File: config.mk
export PLATFORM = sky130hd
export DESIGN_NAME = pla_array
export DESIGN_NICKNAME = d
export VERILOG_FILES = /design/src/rtl/pla_pkg.sv /design/src/rtl/pla_ctrl.sv /design/src/rtl/pla_datapath.sv /design/src/rtl/pla_array.sv
export SDC_FILE = /design/constraint.sdc
export NUM_CORES = 1
export LEC_CHECK = 0
export ABC_AREA = 1
export BUFFER_PORTS_ARGS = -buffer_cell sky130_fd_sc_hd__buf_2
export CORE_UTILIZATION = 55
export CTS_BUF_LIST = sky130_fd_sc_hd__clkbuf_4 sky130_fd_sc_hd__clkbuf_8
export DETAILED_ROUTE_END_ITERATION = 10
export PLACE_DENSITY = 0.75
export SLEW_MARGIN = 20
export SYNTH_ARGS = -nofsm -noshare
export SYNTH_HDL_FRONTEND = slang
export SYNTH_SLANG_ARGS = --single-unit
File: constraint.sdc
create_clock -name clk -period 1.3 [get_ports clk]
set_input_delay 0.13 -clock clk [delete_from_list [all_inputs] [get_ports clk]]
set_output_delay 0.13 -clock clk [all_outputs]
set_load 0.02 [all_outputs]
File: src/rtl/pla_pkg.sv
package pla_pkg;

  typedef enum logic {
    PLANE_AND = 1'b0,
    PLANE_OR  = 1'b1
  } plane_e;

  // Per-cycle write strobes from the control to the datapath
  typedef struct packed {
    logic andWrite;
    logic orWrite;
  } cfgStrobe_t;

  function automatic int maxOf(input int a, input int b);
    return (a > b) ? a : b;
  endfunction

endpackage

File: src/rtl/pla_ctrl.sv
module pla_ctrl #(
  parameter int NumTerms = 6,
  parameter int NumOut   = 3,
  parameter int AddrW    = 3
) (
  input  logic                     cfgWe,
  input  logic                     cfgPlane,
  input  logic [AddrW-1:0]         cfgRow,
  output pla_pkg::cfgStrobe_t      strobe
);
  import pla_pkg::*;

  plane_e plane;
  logic   andRowOk;
  logic   orRowOk;

  assign plane    = plane_e'(cfgPlane);
  assign andRowOk = int'(cfgRow) < NumTerms;
  assign orRowOk  = int'(cfgRow) < NumOut;

  always_comb begin
    strobe          = '0;
    strobe.andWrite = cfgWe && (plane == PLANE_AND) && andRowOk;
    strobe.orWrite  = cfgWe && (plane == PLANE_OR)  && orRowOk;
  end

endmodule

File: src/rtl/pla_datapath.sv
module pla_datapath #(
  parameter int NumIn    = 4,
  parameter int NumOut   = 3,
  parameter int NumTerms = 6,
  parameter int AddrW    = 3,
  parameter int DataW    = 8
) (
  input  logic                     clk,
  input  logic                     rstN,
  input  pla_pkg::cfgStrobe_t      strobe,
  input  logic [AddrW-1:0]         cfgRow,
  input  logic [DataW-1:0]         cfgData,
  input  logic [NumIn-1:0]         dataIn,
  output logic [NumTerms-1:0]      termVec,
  output logic [NumOut-1:0]        dataOut
);
  localparam int LitW = 2 * NumIn;

  logic [LitW-1:0]     literals;
  logic [LitW-1:0]     andRow [NumTerms];
  logic [NumTerms-1:0] orRow  [NumOut];

  // Literal 2i is input i, literal 2i+1 is its complement
  for (genvar i = 0; i < NumIn; i++) begin : g_lit
    assign literals[2*i]   = dataIn[i];
    assign literals[2*i+1] = ~dataIn[i];
  end

  for (genvar t = 0; t < NumTerms; t++) begin : g_and
    always_ff @(posedge clk) begin
      if (!rstN) begin
        andRow[t] <= '0;
      end else if (strobe.andWrite && (int'(cfgRow) == t)) begin
        andRow[t] <= cfgData[LitW-1:0];
      end
    end
    // Unselected literals are masked to 1; an empty row gives 1
    assign termVec[t] = &(literals | ~andRow[t]);
  end

  for (genvar o = 0; o < NumOut; o++) begin : g_or
    always_ff @(posedge clk) begin
      if (!rstN) begin
        orRow[o] <= '0;
      end else if (strobe.orWrite && (int'(cfgRow) == o)) begin
        orRow[o] <= cfgData[NumTerms-1:0];
      end
    end
    assign dataOut[o] = |(termVec & orRow[o]);
  end

endmodule

File: src/rtl/pla_array.sv
module pla_array #(
  parameter int NumIn    = 4,
  parameter int NumOut   = 3,
  parameter int NumTerms = 6,
  parameter int MaxRows  = pla_pkg::maxOf(NumTerms, NumOut),
  parameter int AddrW    = (MaxRows > 1) ? $clog2(MaxRows) : 1,
  parameter int DataW    = pla_pkg::maxOf(2 * NumIn, NumTerms)
) (
  input  logic              clk,
  input  logic              rstN,
  input  logic              cfgWe,
  input  logic              cfgPlane,
  input  logic [AddrW-1:0]  cfgRow,
  input  logic [DataW-1:0]  cfgData,
  input  logic [NumIn-1:0]  dataIn,
  output logic [NumOut-1:0] dataOut
);
  pla_pkg::cfgStrobe_t   strobe;
  logic [NumTerms-1:0]   termVec;

  pla_ctrl #(
    .NumTerms(NumTerms),
    .NumOut  (NumOut),
    .AddrW   (AddrW)
  ) u_ctrl (
    .cfgWe   (cfgWe),
    .cfgPlane(cfgPlane),
    .cfgRow  (cfgRow),
    .strobe  (strobe)
  );

  pla_datapath #(
    .NumIn   (NumIn),
    .NumOut  (NumOut),
    .NumTerms(NumTerms),
    .AddrW   (AddrW),
    .DataW   (DataW)
  ) u_dp (
    .clk    (clk),
    .rstN   (rstN),
    .strobe (strobe),
    .cfgRow (cfgRow),
    .cfgData(cfgData),
    .dataIn (dataIn),
    .termVec(termVec),
    .dataOut(dataOut)
  );

endmodule

# Word-level counts from Yosys, hierarchy flattened
# Memory sizes are Yosys's and may differ from the RTL's.
# Cells that the tools add are included.
# totals
n_memories	2
ff_bits	0
out_inout_bits	3
mem_bits_rw	66
# classes
muxes	37
n_eq_ne	5
bitwise	29
order_cmp	2
n_reduce_logical	23
# mem_list
name	words	word_bits	read_ports	rd_ports_with_merged_regs	write_ports	line_no	text
u_dp.andRow	6	8	6	0	6	pla_datapath.sv:20	logic [LitW-1:0] andRow [NumTerms];
u_dp.orRow	3	6	3	0	3	pla_datapath.sv:21	logic [NumTerms-1:0] orRow [NumOut];
# op_table
op	count
2-to-1 mux 8 bit	6
inverter 8 bit	6
bitwise OR 8 bit	6
AND reduction 8 bit	6
2-to-1 mux 1 bit	28
AND 6 bit	3
2-to-1 mux 6 bit	3
OR reduction 6 bit	3
logical AND 1 bit	13
equality test 3 bit, second input constant	4
bitwise OR 1 bit	9
inverter 1 bit	5
equality test 3 x 2 -> 1 bit, second input constant	1
logical NOT 3 bit	1
less-than comparator 3 x 2 -> 1 bit, second input constant	1
less-than comparator 3 bit, second input constant	1

# Longest topological paths before layout
# Gate-level depths: netlist of run 1.
# depth
ltp_word	8
mapped_depth	8
ltp_nobuf	8

# Hierarchy
# Synthesis of run 1 repeated with hierarchy kept, for this count alone.
# unflattened
hier_cells	318
hier_area_um2	3216.8
# by_module_without_submodules
module	cells_per_inst	area_per_inst_um2	seq_area_each_um2	n_inst
pla_datapath	308	3179.3	1981.9	1
pla_ctrl	10	37.5	0.0	1

# Least setup slack after synthesis of run 1
# Ideal clock, no wire load.
# synth_path
kind	input to register
startpoint	input cfgRow[2]
endpoint	memory u_dp.andRow[2][0] (netlist name) (enable)
path_buffers	2
setup_slack_ns	-0.060
stages	5
required_ns	0.971
t_arrival_ns	1.031
cell_sequence	buf_6 -> a211oi_4 -> buf_6 -> nand3_1 -> nand2_1
# synth_rtl
item	line_no	text
start: declaration	pla_array.sv:13	input logic [AddrW-1:0] cfgRow,
end: declaration	pla_datapath.sv:20	

==> out/results.ini, run 1 <==
[synth]
synth.mux.area_fraction_pct=0
yosysWarnings=0
arithmetic_cell_share_of_the_synthesized_area_counting_full_adders_half_adders_and_majority_gates_pct=0
main_combinational_cell_family_by_area_after_synthesis=simple AND/OR/NAND/NOR gates
post_synthesis_cell_area_mm2=0.00306
number_of_different_library_cells_in_the_post_synthesis_netlist=17
syn-instance-count=308
synth_compound_area_share_pct=1.96
synth-seq-area-share_pct=64.7
mappedNetlistNets=327
synthesis.area_per_instance_um2=9.94
synth_simple_gate_area_share_pct=28.8
postSynthRegisterBits=66
yosys.area_share.xor_xnor_pct=0

[worst_setup_path]
timing.critical_path.from_type=flop
critical_path.max_stage_delay_ps=370
maximum_fanout_encountered_on_the_critical_timing_path=3
cp_slowest_cell=sky130_fd_sc_hd__edfxtp_1
critical_path.cell_chain=nand2_1 > o21ai_0 > nor2_2 > nand3_1 > nand2_1 > nor2_1 > nand2_2 > buf_6
worst_ep_arrival_time_ps=1500
cell_family_with_the_largest_share_of_critical_path_delay=simple AND/OR/NAND/NOR gates
critical_path_class=flop to output pin
endpoint_kind=output pin
worst_path_most_repeated_cell=sky130_fd_sc_hd__nand2_1
required_ps=1170
cp_num_buf_inv=1

[layout]
most-common-layout-cells=78 x sky130_fd_sc_hd__nand2_1, 75 x sky130_fd_sc_hd__nor2_1, 66 x sky130_fd_sc_hd__edfxtp_1
multi_input_comb_area_mm2=0.00102
areaGrowthSynthToFinish_pct=19.0
share_of_final_layout_standard_cells_stronger_than_drive_strength_1_pct=24.9
antenna-diode-count=0
flip_flop_and_latch_area_mm2=0.00198
utilization_pct=69.6
layout.nets=377
mostFrequentLayoutCell=sky130_fd_sc_hd__nand2_1
num-fill-cells=389

[job]
cap_viol_max_count=0

[die]
io_pins=22
floorplan.rows=26
initial_utilization_pct=58.5
die_footprint_mm2=0.00587
core_area_mm2=0.00524
chipWidth_um=76.6
chipHeight_um=76.6

[timing]
period_needed_ps=1630
setup_violations=3
max_slew.worst_pin.slew_ps=455
report.final.hold_viol_count=0
rsz_0062_raised_after_global_routing=yes
timing.slew.headroom_pct=69.4
layout_worst_path_cycle_share_pct=125
final_max_slew_viol_count=0
hold_ws_ps=235
finalWorstSetupSlack_ps=-330
max_freq_mhz=614

[clock_network]
cts.path.max_buffers=2
cts_hold_repair.buffers=0
ctsHtreeMaxLevel=3
cts_root_buffer=sky130_fd_sc_hd__clkbuf_8
tritoncts.num_buffers=9
clk_pin_slew_worst_paths_ps=70
clock_tree_from_tritoncts=yes
cts.sinks=66

[global_routing]
all_layer_global_routing_usage_pct=25.3
overflow=0
grt_first_pass_wirelength_um=10700
largest_net_degree_at_the_start_of_global_routing=16
first_global_vias=2197
antenna_found_initial=0

[routing]
route.detailed.wl_per_inst_um=15.6
postRouteWirelength_um=6720
drt_iter0_drc=201
drc_errors=0
number_of_optimization_iterations_in_the_first_detailed_route_pass=4
route.vias.total=2286
antenna_left=0
viasPerCell=5.30

[placement]
gpl.final_weighted_congestion=0.842
numPortBuffers=21
half_perimeter_wire_length_after_detailed_placement_um=4780

[power_and_ir_drop]
peakVddDrop_mv=0.795
power.leakage_nw=1.53
power_density_mw_per_mm2=1220

[outcome]
status=finished with violations
failing_checks=negative setup slack

[worst_hold_path]
worstHoldPathType=input pin to flop

==> repair_timing <==
item / in CTS / in global routing
setup buffers: 0 / 0
resized for setup: 20 / 8
endpoints found under the setup margin: 3 / 3
pin swaps: 8 / 5
==> layout make-up <==
| class | count | area share (%) |
|---|---|---|
| sequential | 66 | 54.4 |
| clock inverter | 4 | 0.583 |
| tap | 70 | 2.40 |
| multi-input combinational | 211 | 27.9 |
| clock buffer | 10 | 3.60 |
| timing repair buffer | 44 | 8.48 |
| inverter | 26 | 2.68 |
==> layer usage <==
metal,global-route usage [%],up-vias,wire [um]
li1,-,1112,-
met5,0,-,0
met3,5.63,14,476
met4,14.0,0,176
met1,30.5,1062,2700
met2,42.0,98,3370
==> metrics by stage <==
step	cells	area, um2	worst slack (ps)	TNS (ps)	total power, mW
floorplan	308	3080	2.54	0	2.80
global placement	417	3420	-102	-1500	3.00
detailed placement	417	3420	-114	-3510	3.01
CTS	431	3620	-330	-954	4.42
global route	431	3650	-410	-1210	4.58
finish	431	3650	-330	-925	4.44
==> worst paths after layout <==
| path | start | end | slack, ps | cells after the start |
|---|---|---|---|---|
| worst max-delay path | u_dp.andRow[2][15] | dataOut[1] | -330 | 8 |
| worst min-delay path | cfgData[6] | u_dp.andRow[0][14] | 230 | 3 |
==> logic make-up (layout without fill, tap and decap cells) <==
group                  after synthesis  after routing
and+or+nand+nor                    202            202
DFF                                 66             66
buffers and inverters               31             84
AOI/OAI and AO/OA                    9              9
==> cell usage after synthesis, drive strengths merged <==
master / instances / area share [%]
nor2: 86 / 11
clkinv: 6 / 0.74
buf: 5 / 1.3
edfxtp: 66 / 65
nor3: 2 / 0.86
a211oi: 1 / 0.65
nand4: 2 / 0.82
nand2: 85 / 10
nand3: 27 / 6.0
o21ai: 8 / 1.3
inv: 20 / 2.5
==> registers in the layout, summed over array words and instances, names as in the netlist <==
name,count
u_dp.andRow,48
u_dp.orRow,18
==> worst min-delay path, delay by kind of cell <==
| family | cells | cell delay (ps) |
|---|---|---|
| buffers and inverters | 2 | 200 |
| AND/OR/NAND/NOR | 1 | 130 |
==> where the power goes <==
| group | internal, mW | switching, mW |
|---|---|---|
| logic | 0.186 | 0.338 |
| registers | 2.46 | 0.0394 |
| clock network | 0.677 | 0.733 |
No activity file was read; power rests on OpenSTA's default activity.
==> run 2, diff against run 1 <==
--- a/config.mk
+++ b/config.mk
@@ -10,7 +10,7 @@
 export CORE_UTILIZATION = 55
 export CTS_BUF_LIST = sky130_fd_sc_hd__clkbuf_4 sky130_fd_sc_hd__clkbuf_8
 export DETAILED_ROUTE_END_ITERATION = 10
-export PLACE_DENSITY = 0.75
+export PLACE_DENSITY = 0.72
 export SLEW_MARGIN = 20
 export SYNTH_ARGS = -nofsm -noshare
 export SYNTH_HDL_FRONTEND = slang
==> constraint.sdc (replaced) <==
create_clock -name clk -period 1.8 [get_ports clk]
set_input_delay 0.18 -clock clk [delete_from_list [all_inputs] [get_ports clk]]
set_output_delay 0.18 -clock clk [all_outputs]
set_load 0.02 [all_outputs]
==> out/results.ini, run 2 (synthesis gave the netlist of run 1 again) <==
[clock_network]
cts_root_buffer=sky130_fd_sc_hd__clkbuf_8
cts.path.max_buffers=2  ; unchanged
clock_tree_from_tritoncts=yes
ctsHtreeMaxLevel=3  ; unchanged
cts.sinks=66  ; unchanged
clk_pin_slew_worst_paths_ps=70  ; about the same
tritoncts.num_buffers=9  ; unchanged
cts_hold_repair.buffers=0  ; unchanged

[power_and_ir_drop]
peakVddDrop_mv=0.655  ; -18%
power_density_mw_per_mm2=980  ; -19%
power.leakage_nw=1.49  ; -3.0%

[timing]
report.final.hold_viol_count=0  ; unchanged
setup_tns_ps=0  ; +925 ps
rsz_0062_raised_after_global_routing=no
max_slew.worst_pin.slew_ps=448  ; -7.49 ps
period_needed_ps=1680
layout_worst_path_cycle_share_pct=93.5
setup_violations=0  ; -3
timing.slew.headroom_pct=70.1  ; +0.69 points
max_freq_mhz=594
final_max_slew_viol_count=0  ; unchanged

[worst_setup_path]
startpoint=u_dp.andRow[0][10]
worst_path_most_repeated_cell=sky130_fd_sc_hd__nand2_1
crit_end=dataOut[1]
cp_num_buf_inv=1  ; unchanged
required_ps=1620  ; +450 ps
critical_path.max_stage_delay_ps=370  ; about the same
cp_slowest_cell=sky130_fd_sc_hd__edfxtp_1
critical_path_depth=8  ; unchanged
endpoint_kind=output pin
cell_family_with_the_largest_share_of_critical_path_delay=simple AND/OR/NAND/NOR gates
critical_path.cell_chain=nand2_1 > nand2_1 > nor2_1 > nand3_1 > nand2_2 > nor2_1 > nand2_1 > buf_6
critical_path_class=flop to output pin
worst_ep_arrival_time_ps=1500  ; about the same
maximum_fanout_encountered_on_the_critical_timing_path=3  ; unchanged
timing.critical_path.from_type=flop

[layout]
num-fill-cells=428  ; +10%
most-common-layout-cells=83 x sky130_fd_sc_hd__nand2_1, 76 x sky130_fd_sc_hd__nor2_1, 66 x sky130_fd_sc_hd__edfxtp_1
reg.largest.list=u_dp.andRow (48), u_dp.orRow (18)
largest_register_ff_count=48  ; unchanged
areaGrowthSynthToFinish_pct=15.7
largest-register=u_dp.andRow
final_cells=420  ; -2.6%
multi_input_comb_area_um2=972  ; -4.4%
antenna-diode-count=0  ; unchanged
mostFrequentLayoutCell=sky130_fd_sc_hd__nand2_1
layout.nets=364  ; -3.4%
share_of_final_layout_standard_cells_stronger_than_drive_strength_1_pct=19.7  ; -5.2 points
flip_flop_and_latch_area_mm2=0.00198  ; unchanged

[routing]
route.detailed.wl_per_inst_um=16.0  ; +2.3%
drc_errors=0  ; unchanged
viasPerCell=5.30  ; about the same
drt_iter0_drc=200  ; -0.50%
route.vias.total=2226  ; -2.6%
antenna_left=0  ; unchanged
number_of_optimization_iterations_in_the_first_detailed_route_pass=5  ; +1
postRouteWirelength_um=6710  ; -0.28%

[global_routing]
largest_net_degree_at_the_start_of_global_routing=19  ; +3
first_global_vias=2103  ; -4.3%
all_layer_global_routing_usage_pct=26.0  ; +0.76 points
grt_first_pass_wirelength_um=10900  ; +1.7%
overflow=0  ; unchanged
antenna_found_initial=0  ; unchanged

[die]
chipHeight_um=76.6  ; unchanged
io_pins=22  ; unchanged
chipWidth_um=76.6  ; unchanged
initial_utilization_pct=58.5  ; unchanged
die_footprint_mm2=0.00587  ; unchanged
floorplan.rows=26  ; unchanged
core_area_mm2=0.00524  ; unchanged

[outcome]
status=finished, final reports clean

[placement]
numPortBuffers=21  ; unchanged
half_perimeter_wire_length_after_detailed_placement_um=4760  ; -0.41%
gpl.final_weighted_congestion=0.865  ; +2.8%
place.detailed.instances=404  ; -3.1%

[worst_hold_path]
worstHoldPathType=input pin to flop
worst_hold_startpoint=cfgData[6]

[job]
cap_viol_max_count=0  ; unchanged

==> run 2: changes by cell type in the layout (fill, tap and decap cells not counted), moves of 2 or more <==
cell                        change
sky130_fd_sc_hd__buf_4         -10
sky130_fd_sc_hd__nand2_1        +5
sky130_fd_sc_hd__nand2_2        -5
sky130_fd_sc_hd__nand3_1        +4
sky130_fd_sc_hd__nand3_2        -4
sky130_fd_sc_hd__buf_6          -2
sky130_fd_sc_hd__bufinv_16      +2
sky130_fd_sc_hd__nor2_4         -2
==> run 2: tightest hold or removal path, cell delays in order <==
cell and delay (ps):
sky130_fd_sc_hd__buf_2 70, sky130_fd_sc_hd__inv_1 120, sky130_fd_sc_hd__nor2_1 130
==> run 2: what timing repair did <==
item,in CTS,in global routing
hold endpoints to repair,0,0
resized for setup,0,19
buffers inserted,0,0
setup endpoints to repair,0,3
==> run 2: through the flow <==
step | total power [mW] | hold WS, ps | cell area [um2] | setup WS, ps | util (%)
final | 3.47 | 279 | 3540 | 117 | 67.7
after global routing | 3.57 | 288 | 3540 | 1.45 | 67.7
after CTS | 3.46 | 273 | 3500 | 22.6 | 66.9
after detailed placement | 2.15 | 625 | 3290 | 234 | 62.8
after global placement | 2.14 | 613 | 3290 | 247 | 62.8
after floorplan | 2.02 | 446 | 3060 | 390 | -
==> run 2: worst min-delay path by stage <==
stage / end / slack (ps) / depth (start not counted)
2_1_floorplan: u_dp.andRow[0][14] / 450 / 2
4_1_cts: u_dp.andRow[2][7] / 270 / 3
5_1_grt: u_dp.andRow[2][7] / 290 / 3
3_5_place_dp: u_dp.andRow[2][7] / 620 / 3
6_report: u_dp.andRow[1][14] / 280 / 3
3_3_place_gp: u_dp.andRow[1][15] / 610 / 3
==> run 2: cell type report <==
class | instances | share of cell area, %
Clock buffer | 10 | 3.71
Timing Repair Buffer | 31 | 5.40
Clock inverter | 6 | 2.30
Sequential cell | 66 | 55.9
Multi-Input combinational cell | 211 | 27.4
Tap cell | 70 | 2.47
Inverter | 26 | 2.75
==> run 2: report_power, final <==
part           internal [mW]  leakage, nW  switching, mW
sequential              1.78        0.631         0.0255
combinational          0.101        0.749          0.232
clock                  0.786        0.107          0.550
==> run 2: per-layer routing <==
metal / up-vias / track usage (%) / share of wire, % / wire length, um
li1: 1082 / - / - / -
met1: 1038 / 33.1 / 42 / 2790
met2: 89 / 42.8 / 49 / 3270
met3: 17 / 5.87 / 6.6 / 440
met4: 0 / 11.2 / 3.1 / 205
met5: - / 0 / 0 / 0
==> run 3, diff against run 2 <==
--- a/config.mk
+++ b/config.mk
@@ -7,10 +7,12 @@
 export LEC_CHECK = 0
 export ABC_AREA = 1
 export BUFFER_PORTS_ARGS = -buffer_cell sky130_fd_sc_hd__buf_2
-export CORE_UTILIZATION = 55
+export CORE_UTILIZATION = 25
 export CTS_BUF_LIST = sky130_fd_sc_hd__clkbuf_4 sky130_fd_sc_hd__clkbuf_8
 export DETAILED_ROUTE_END_ITERATION = 10
-export PLACE_DENSITY = 0.72
+export GPL_TIMING_DRIVEN = 0
+export PLACE_DENSITY = 0.38
+export SKIP_LAST_GASP = 1
 export SLEW_MARGIN = 20
 export SYNTH_ARGS = -nofsm -noshare
 export SYNTH_HDL_FRONTEND = slang
==> out/results.ini, run 3 (synthesis gave the netlist of run 1 again) <==
[outcome]
status=finished, final reports clean

[worst_setup_path]
timing.critical_path.from_type=flop
startpoint=u_dp.andRow[0][7]
endpoint_kind=output pin
worst_ep_arrival_time_ps=1490  ; about the same
critical_path_class=flop to output pin
maximum_fanout_encountered_on_the_critical_timing_path=3  ; unchanged
required_ps=1620  ; about the same

[global_routing]
first_global_vias=2031  ; -3.4%
largest_net_degree_at_the_start_of_global_routing=12  ; -7
grt_first_pass_wirelength_um=11600  ; +5.7%
antenna_found_initial=0  ; unchanged
overflow=0  ; unchanged
all_layer_global_routing_usage_pct=12.7  ; -13 points

[timing]
max_freq_mhz=599  ; +0.87%
setup_violations=0  ; unchanged
period_needed_ps=1670  ; -14.6 ps
setup_tns_ps=0  ; unchanged
layout_worst_path_cycle_share_pct=92.7  ; -0.81 points
final_max_slew_viol_count=0  ; unchanged
rsz_0062_raised_after_global_routing=yes
max_slew.worst_pin.slew_ps=968  ; +520 ps
report.final.hold_viol_count=0  ; unchanged
finalWorstSetupSlack_ps=131  ; +14.6 ps
timing.slew.headroom_pct=34.8  ; -35 points

[layout]
multi_input_comb_area_mm2=0.00103  ; +5.7%
reg.largest.list=u_dp.andRow (48), u_dp.orRow (18)
layout.nets=357  ; -1.9%
areaGrowthSynthToFinish_pct=18.4
mostFrequentLayoutCell=sky130_fd_sc_hd__nand2_1
largest_register_ff_count=48  ; unchanged
antenna-diode-count=0  ; unchanged
flip_flop_and_latch_area_mm2=0.00198  ; unchanged
most-common-layout-cells=82 x sky130_fd_sc_hd__nand2_1, 70 x sky130_fd_sc_hd__nor2_1, 66 x sky130_fd_sc_hd__edfxtp_1
share_of_final_layout_standard_cells_stronger_than_drive_strength_1_pct=20.8  ; +1.0 points
num-fill-cells=1247  ; +190%
final_cells=489  ; +16%
largest-register=u_dp.andRow

[die]
initial_utilization_pct=25.6  ; -33 points
floorplan.rows=40  ; +54%
die_footprint_mm2=0.0127  ; +120%
chipHeight_um=113  ; +47%
io_pins=22  ; unchanged
core_area_mm2=0.0120  ; +130%
chipWidth_um=113  ; +47%

[routing]
viasPerCell=4.28  ; -19%
drc_errors=0  ; unchanged
drt_iter0_drc=66  ; -67%
route.vias.total=2095  ; -5.9%
postRouteWirelength_um=7400  ; +10%
antenna_left=0  ; unchanged
number_of_optimization_iterations_in_the_first_detailed_route_pass=6  ; +1
route.detailed.wl_per_inst_um=15.1  ; -5.2%

[clock_network]
ctsHtreeMaxLevel=3  ; unchanged
cts.path.max_buffers=2  ; unchanged
post_cts.repair.setup_buffers=0  ; unchanged
tritoncts.num_buffers=9  ; unchanged
cts_hold_repair.buffers=0  ; unchanged
cts_root_buffer=sky130_fd_sc_hd__clkbuf_8
clk_pin_slew_worst_paths_ps=70  ; about the same
cts.sinks=66  ; unchanged
clock_tree_from_tritoncts=yes

[placement]
place_worst_setup_slack_ps=-153  ; -386 ps
half_perimeter_wire_length_after_detailed_placement_um=5360  ; +13%
gpl.final_weighted_congestion=0.795  ; -8.1%
place.detailed.instances=474  ; +17%
numPortBuffers=19  ; -9.5%

[power_and_ir_drop]
power.leakage_nw=1.45  ; -2.6%
peakVddDrop_mv=0.337  ; -49%
power_density_mw_per_mm2=928  ; -5.2%
finalPower_mw=3.37  ; -3.0%

[job]
cap_viol_max_count=0  ; unchanged

[worst_hold_path]
worstHoldPathType=input pin to flop
worst_hold_startpoint=cfgData[7]

==> run 3: cell count changes in the layout (fill, tap and decap cells not counted), moves of 2 or more <==
cell,previous run,this run
sky130_fd_sc_hd__nor2_4,0,5
sky130_fd_sc_hd__buf_6,1,5
sky130_fd_sc_hd__nor2_1,76,70
sky130_fd_sc_hd__buf_4,12,1
sky130_fd_sc_hd__o21ai_0,4,2
sky130_fd_sc_hd__o21ai_2,1,3
==> run 3: path summary, 6_finish.rpt <==
| kind | end | slack [ps] | cells after the start |
|---|---|---|---|
| setup / recovery | dataOut[1] | 130 | 8 |
| hold / removal | u_dp.andRow[1][7] | 270 | 3 |
==> run 3: what timing repair did <==
action	in CTS	in global routing
pin swaps	0	16
hold endpoints to repair	0	0
endpoints found under the setup margin	3	3
resized for setup	5	32
==> run 3: report_power, final <==
group	internal (mW)	switching, mW	leakage [nW]	total (mW)
combinational	0.107	0.251	0.729	0.358
clock	0.622	0.589	0.0885	1.21
sequential	1.78	0.0220	0.631	1.80
total	2.51	0.861	1.45	3.37
==> run 3: final cells by class <==
class | count | share of cell area (%)
clock inverters | 6 | 1.62
plain buffers | 5 | 1.10
repair buffers | 19 | 3.14
multi-input cells | 211 | 28.3
flip-flops and latches | 66 | 54.6
clock buffers | 9 | 3.41
well taps | 147 | 5.07
inverters | 26 | 2.69
==> run 3: metal layers <==
layer	global-route usage, %	up-vias	part of all wire [%]
met2	20.5	24	49
met3	2.48	4	2.7
met5	0	-	0
met1	16.5	999	47
met4	5.78	0	0.88
li1	-	1068	-
==> run 3: per-stage QoR <==
| step | hold slack, ps | util, % | area, um2 |
|---|---|---|---|
| finish | 271 | 30.3 | 3630 |
| global route | 289 | 30.3 | 3630 |
| CTS | 247 | 29.6 | 3540 |
| detailed placement | 621 | 27.9 | 3340 |
| global placement | 619 | 27.9 | 3340 |
| floorplan | 446 | - | 3060 |
==> run 3: critical path, stage by stage, from the launching register on <==
cell,delay [ps]
sky130_fd_sc_hd__edfxtp_1,360
sky130_fd_sc_hd__nand2_1,60
sky130_fd_sc_hd__o21ai_1,70
sky130_fd_sc_hd__nor2_2,200
sky130_fd_sc_hd__nand3_1,120
sky130_fd_sc_hd__nand2_2,90
sky130_fd_sc_hd__nor2_2,50
sky130_fd_sc_hd__nand2_1,80
sky130_fd_sc_hd__buf_6,120
